<file path="src/rtl/burst_addr_pkg.sv">
package burst_addr_pkg;
  typedef enum logic {
    ORD_LINEAR     = 1'b0,
    ORD_INTERLEAVE = 1'b1
  } burst_order_e;
endpackage

</file>
<file path="src/rtl/burst_load_qual.sv">
module burst_load_qual (
  input  logic proc_stb_n,
  input  logic ctrl_stb_n,
  input  logic chip_en_n,
  output logic load
);
  logic proc_hit;
  logic ctrl_hit;

  assign proc_hit = ~proc_stb_n & ~chip_en_n;
  assign ctrl_hit = ~ctrl_stb_n;
  assign load     = proc_hit | ctrl_hit;
endmodule

</file>
<file path="src/rtl/burst_beat_ctr.sv">
module burst_beat_ctr #(
  parameter int BEAT_W = 2
) (
  input  logic              clk,
  input  logic              rst,
  input  logic              load,
  input  logic              adv_n,
  output logic [BEAT_W-1:0] beat_q,
  output logic [BEAT_W-1:0] beat_nxt
);
  localparam logic [BEAT_W-1:0] STEP = BEAT_W'(1);

  always_comb begin
    if (load)        beat_nxt = '0;
    else if (!adv_n) beat_nxt = beat_q + STEP;
    else             beat_nxt = beat_q;
  end

  always_ff @(posedge clk) begin
    if (rst) beat_q <= '0;
    else     beat_q <= beat_nxt;
  end
endmodule

</file>
<file path="src/rtl/burst_low_map.sv">
module burst_low_map
  import burst_addr_pkg::*;
#(
  parameter int BEAT_W = 2
) (
  input  logic [BEAT_W-1:0] start_low,
  input  logic [BEAT_W-1:0] beat,
  input  burst_order_e      order,
  output logic [BEAT_W-1:0] low_out
);
  logic [BEAT_W-1:0] lin_low;
  logic [BEAT_W-1:0] ilv_low;

  assign lin_low = start_low + beat;

  for (genvar b = 0; b < BEAT_W; b++) begin : g_ilv
    assign ilv_low[b] = start_low[b] ^ beat[b];
  end

  assign low_out = (order == ORD_INTERLEAVE) ? ilv_low : lin_low;
endmodule

</file>
<file path="src/rtl/burst_addr_gen.sv">
module burst_addr_gen
  import burst_addr_pkg::*;
#(
  parameter int ADDR_W = 18,
  parameter int BEAT_W = 2
) (
  input  logic              clk,
  input  logic              rst,
  input  logic [ADDR_W-1:0] start_addr,
  input  logic              proc_stb_n,
  input  logic              ctrl_stb_n,
  input  logic              chip_en_n,
  input  logic              adv_n,
  input  logic              order_sel,
  output logic [ADDR_W-1:0] cur_addr,
  output logic [BEAT_W-1:0] beat_idx
);
  localparam int UPPER_W = ADDR_W - BEAT_W;

  logic              load;
  logic [BEAT_W-1:0] beat_q;
  logic [BEAT_W-1:0] beat_nxt;
  logic [ADDR_W-1:0] base_q;
  logic [ADDR_W-1:0] base_nxt;
  logic [BEAT_W-1:0] low_nxt;
  logic [ADDR_W-1:0] cur_q;
  burst_order_e      order;

  assign order = burst_order_e'(order_sel);

  burst_load_qual u_qual (
    .proc_stb_n (proc_stb_n),
    .ctrl_stb_n (ctrl_stb_n),
    .chip_en_n  (chip_en_n),
    .load       (load)
  );

  burst_beat_ctr #(.BEAT_W(BEAT_W)) u_ctr (
    .clk      (clk),
    .rst      (rst),
    .load     (load),
    .adv_n    (adv_n),
    .beat_q   (beat_q),
    .beat_nxt (beat_nxt)
  );

  assign base_nxt = load ? start_addr : base_q;

  burst_low_map #(.BEAT_W(BEAT_W)) u_map (
    .start_low (base_nxt[BEAT_W-1:0]),
    .beat      (beat_nxt),
    .order     (order),
    .low_out   (low_nxt)
  );

  always_ff @(posedge clk) begin
    if (rst) begin
      base_q <= '0;
      cur_q  <= '0;
    end else begin
      base_q <= base_nxt;
      cur_q  <= {base_nxt[ADDR_W-1 -: UPPER_W], low_nxt};
    end
  end

  assign cur_addr = cur_q;
  assign beat_idx = beat_q;
endmodule

</file>
<file path="config.mk">
export PLATFORM = sky130hd
export DESIGN_NAME = burst_addr_gen
export DESIGN_NICKNAME = d
export VERILOG_FILES = /design/src/rtl/burst_addr_pkg.sv /design/src/rtl/burst_load_qual.sv /design/src/rtl/burst_beat_ctr.sv /design/src/rtl/burst_low_map.sv /design/src/rtl/burst_addr_gen.sv
export SDC_FILE = /design/constraint.sdc
export NUM_CORES = 1
export LEC_CHECK = 0
export ABC_CLOCK_PERIOD_IN_PS = 1900
export BUFFER_PORTS_ARGS = -buffer_cell sky130_fd_sc_hd__buf_4
export CORE_MARGIN = 1
export CORE_UTILIZATION = 45
export DETAILED_ROUTE_END_ITERATION = 12
export GPL_ROUTABILITY_DRIVEN = 0
export PLACE_DENSITY_LB_ADDON = 0.1
export SLEW_MARGIN = 20
export SYNTH_ARGS = -nofsm -noshare
export SYNTH_HDL_FRONTEND = slang
export SYNTH_SLANG_ARGS = --single-unit
</file>
<file path="constraint.sdc">
create_clock -name clk -period 1.9 [get_ports clk]
set_input_delay 0.095 -clock clk [delete_from_list [all_inputs] [get_ports clk]]
set_output_delay 0.095 -clock clk [all_outputs]
set_load 0.005 [all_outputs]
</file>
---- After elaboration in Yosys (flattened, before gate mapping) ----
Cells that the tools add are included.
cells by class
  shifts and indexed selects .............. 0
  equality and inequality tests ........... 0
  $add $sub $neg .......................... 2
  bitwise operators ....................... 7
  mux-type cells .......................... 4
  multipliers ............................. 0
  div/mod/pow operators ................... 0
  order comparisons ....................... 0
  reduce and logical (&&, ||, !) cells .... 0
operators by type and width
  kind                 number
  $mux 18              1
  $mux 2               3
  $not 1->1            3
  $add 2x1->2 const B  1
  $add 2x2->2          1
  $xor 1x1->1          2
  $and 1x1->1          1
  $or 1x1->1           1
storage, ports and cells
  memory bits (writable) .................. 0
  memories kept ........................... 0
  output and inout port bits .............. 20
  bits in registers ....................... 38
  ROM bits ................................ 0
  bits in latches ......................... 0
  word-level logic and storage cells ...... 16

---- Longest topological paths before layout ----
  depth after elaboration ................. 6
  gate-level depth with buffers ........... 9

---- Hierarchy ----
Synthesis repeated with hierarchy kept, for this count alone.
unflattened totals
  cells, all modules ...................... 92
  area total of the unflattened synthesis .. 980.9 um^2
by module, submodules not included
  module           cells an instance  sequential area each (um^2)  area an instance (um^2)  times used
  burst_addr_gen   78                 400.4                        845.8                    1
  burst_beat_ctr   9                  40.0                         93.8                     1
  burst_low_map    4                  0.0                          36.3                     1
  burst_load_qual  1                  0.0                          5.0                      1

---- Worst setup path after synthesis ----
Ideal clock, no wire load.
  path kind ............................... input port to flip-flop
  start ................................... input chip_en_n
  end ..................................... register cur_q[1] (netlist: cur_addr[1])
  setup slack ............................. 0.318 ns
  library setup time ...................... 0.120 ns
  stages on the path ...................... 8
  data arrival time ....................... 1.462 ns
  required time ........................... 1.780 ns
  cells stage by stage .................... o21ai_0 -> clkbuf_1 -> nor2_1 -> ha_1 -> nand2b_1 -> or4_1 -> o31ai_1 -> a211o_2
between the ends
  word-level cells in the longest chain between the ends .. 6
RTL lines
  what                   line                   source
  start, declared        burst_addr_gen.sv:12   input logic chip_en_n,
  $not 1->1              burst_load_qual.sv:10  assign proc_hit = ~proc_stb_n & ~chip_en_n;
  $and 1x1->1            burst_load_qual.sv:10
  $or 1x1->1             burst_load_qual.sv:12  assign load = proc_hit | ctrl_hit;
  $mux 2                 burst_beat_ctr.sv:14   if (load) beat_nxt = '0;
  named net beat_nxt[0]  burst_addr_gen.sv:22   logic [BEAT_W-1:0] beat_nxt;
  $add 2x2->2            burst_low_map.sv:14    assign lin_low = start_low + beat;
  $mux 2                 burst_low_map.sv:20    assign low_out = (order == ORD_INTERLEAVE) ? ilv_low : lin_low;
  end signal, assigned   burst_addr_gen.sv:62   cur_q <= {base_nxt[ADDR_W-1 -: UPPER_W], low_nxt};
  end, declared          burst_addr_gen.sv:26   logic [ADDR_W-1:0] cur_q;
The timed path passes the listed nets, and every way through them passes these cells.
A chain may end at the register's enable or synchronous reset.

---- Final worst setup path ----
  start ................................... register u_ctr.beat_q[0]
  end ..................................... register cur_q[1] (netlist: cur_addr[1])
between the ends
  word-level cells in the longest chain between the ends .. 5
RTL lines
  what                    line                  source
  start, declared         burst_beat_ctr.sv:8   output logic [BEAT_W-1:0] beat_q,
  start signal, assigned  burst_beat_ctr.sv:21  else beat_q <= beat_nxt;
  $add 2x1->2             burst_beat_ctr.sv:15  else if (!adv_n) beat_nxt = beat_q + STEP;
  $mux 2 (*)              burst_beat_ctr.sv:15
  $mux 2 (*)              burst_beat_ctr.sv:14
  named net beat_nxt[0]   burst_addr_gen.sv:22
  $add 2x2->2 (*)         burst_low_map.sv:14
  $mux 2 (*)              burst_low_map.sv:20
Mark *: on every way through the listed nets, which the timed path passes. The rest lies on a longest branch.

==> key figures <==
Route
  • Wirelength per Cell: 10.8 um
  • Drt pass-1 iters: 4
  • Vias per cell: 4.76
  • Routed WL: 1.88 mm
  • Initial DRC count: 8
  • Drt drc: 0
  • Vias post-DR: roughly 830
  • Detail Route Antenna Nets: 0

Setup path
  • Worst path required time: 2160 ps
  • Setup crit end kind: flop
  • Crit path from: u_ctr.beat_q[0]
  • Worst Path Arrival: 1800 ps
  • Crit path max fanout: 3
  • Worst path cell trace: xor2_1 -> nor2_1 -> ha_1 -> nand2b_1 -> or4_1 -> o31ai_1 -> a211o_2
  • Crit Path Class: flop to flop
  • CP max stage delay: roughly 400 ps
  • Critical-path top delay cell: or4_1
  • Worst R2R Start: u_ctr.beat_q[0]
  • Worst setup SP type: flop

Pwr
  • Part of the power in combinational logic: 0.172
  • Leak: 0.575 nW
  • Pwr Density: roughly 740 nW/um2
  • Clock network power share: 0.278
  • Sw frac: 0.237
  • VDD IR max: 415 uV
  • Switching pwr: 0.217 mW
  • Seq pwr share: 0.551
  • Pint: 0.698 mW

Clock tree
  • Inserted Clock Buffers: 3
  • Clock sink total: 22
  • Clk buf depth: 2
  • Worst-path clk slew: 120 ps
  • # Post-CTS Setup Buffers: 0
  • Htree depth: 1
  • CTS tree: built
  • Clk_lat worst skew: 300 ps
  • Clk root buf: clkbuf_4
  • Hold_buf cts: 0
  • Post-CTS sizing: 0

Global routing
  • Initial antenna violation count: 0
  • GRT Total Usage: 0.163
  • Most used routing layer: met2
  • GRT met3 Usage: 0.0259
  • Vias in the first global route: 650
  • Pin count of the biggest net entering global routing: 26
  • First-pass GRT wire length: approximately 2.7 mm
  • Met2 usage: 0.264
  • Total congestion overflow: 0
  • Met1 usage: 0.217

Floorplan
  • I/O Pins: 45
  • Die width: 48.2 um
  • Row cnt: 16
  • Die span in y: 48.2 um
  • Die area: 2330 um2
  • Core Area: 1980 um2
  • Starting Density: 0.485

STA
  • Tmin final: 1550 ps
  • RSZ-0062 raised after global routing: false
  • Fin crit share: 0.814
  • Final TNS setup: 0 ps
  • Final hold viol count: 0
  • Final setup vio count: 0
  • Slew margin rel.: 0.817
  • Worst Clk Skew: 0.833 ps
  • Slew @ Worst Pin: ~270 ps
  • Fmax: 0.647 GHz
  • Max Transition Viols Final: 0

Place
  • Cells after DPL: 170
  • Port Buf Inserts: 44
  • Final HPWL DP: 1.40 mm

Synthesis
  • Post-Syn Nets: roughly 150
  • Synth Instances: 119
  • Synth area leaders: dfxtp_1 46%, nand2_1 14%, buf_4 12%
  • Synth unique cells: 20
  • Mean area per synthesized cell: 8.09 um2
  • Cell taking the most area after synthesis: dfxtp_1
  • Yosys warning count: 0
  • Register bit total from synthesis: 22
  • Post-Syn Area: 962 um2
  • Share of the synthesized area in the top cell type: 0.458
  • Seq/Total Area, Yosys: 0.458

Layout
  • N_diodes: 0
  • Layout cell share with drive strength beyond 1: 0.354
  • Area added between synthesis and finish: 27.8%
  • Final Non-Filler Cells: 174
  • # nets final: between 150 and 200
  • Util after Layout: 0.621

Run status
  • Status: finished clean

Worst hold path
  • Worst min-delay path class: primary input to flop
  • Min-delay src: start_addr[16]

Job
  • Total of max-cap violations: 0
[cells in the final DEF, fill, tap and decap left out, drive strengths merged]
cell type	count
nor3	3
dfxtp	22
o21ai	1
a21oi	18
buf	47
clkbuf	4
nor2	1
nand2	37
o31ai	1
a211o	1
xor2	1
nor4b	1
or4	1
nor2b	3
o21a	1
ha	1
xnor2	3
nand2b	1
[worst max-delay path, delay by kind of cell, from the launching register on]
family                     cells  cell delay, ps
AOI/OAI and AO/OA              2             230
xor gates and xnor gates       1             170
adders and majority gates      1             180
DFF                            1             350
and+or+nand+nor                3             570
[cell families after synthesis]
logic type | count (synthesis) | synth area share
AO/OA/AOI/OAI | 22 | 0.125
XOR/XNOR | 4 | 0.0364
adder cells (fa/ha/maj) | 1 | 0.0130
buffers and inverters | 23 | 0.161
flip-flops | 22 | 0.458
AND/OR/NAND/NOR | 47 | 0.207
[power groups by stage]
stage          clock network [mW]  logic [mW]  registers (mW)
2_1_floorplan                   0      0.0972           0.512
3_3_place_gp                    0       0.156           0.513
3_5_place_dp                    0       0.159           0.515
4_1_cts                     0.267       0.160           0.505
5_1_grt                     0.283       0.176           0.508
6_report                    0.254       0.157           0.504
[state kept, by name, summed over array words and instances, names as in the netlist]
signal,cells
u_ctr.beat_q,2
cur_addr,2
base_q,18
[worst paths after layout]
| path | endpoint | slack (ps) | cells past startpoint |
|---|---|---|---|
| setup / recovery | cur_addr[1] | 350 | 7 |
| hold / removal | base_q[16] | 30 | 3 |
| setup reg to reg | cur_addr[1] | 350 | 7 |
| hold reg to reg | base_q[13] | 460 | 2 |
[synthesized netlist by cell type]
library cell  number
o21ai_0            1
a211o_2            1
or4_1              1
nor2b_1            3
buf_4             16
clkbuf_1           5
xor2_1             1
nand2b_1           1
buf_2              1
a21oi_1           18
xnor2_1            3
nor2_1             1
o31ai_1            1
nor4b_1            1
nor3_1             3
o21a_1             1
dfxtp_1           22
nand2_1           37
buf_6              1
ha_1               1
[final cells by class]
cell class	instances	area, um2
timing repair buffer	47	353
fill	187	752
tap	27	33.8
clock buffer	4	36.3
multi-input combinational	74	367
sequential	22	440
[metal layers]
metal,up-vias,share of wire
met5,-,0
met4,0,0.0048
met3,2,0.059
met2,28,0.50
met1,373,0.43
li1,426,-
[through the flow]
| stage | power (mW) | area [um2] | hold WS [ps] | worst slack [ps] |
|---|---|---|---|---|
| 3_3_place_gp | 0.669 | 1190 | 352 | 404 |
| 4_1_cts | 0.932 | 1230 | 18.3 | 343 |
| 6_report | 0.916 | 1230 | 27.9 | 354 |
| 2_1_floorplan | 0.609 | 962 | 235 | 318 |
| 5_1_grt | 0.966 | 1230 | 21.6 | 264 |
| 3_5_place_dp | 0.674 | 1190 | 357 | 343 |
(Power assumes the default switching activity.)
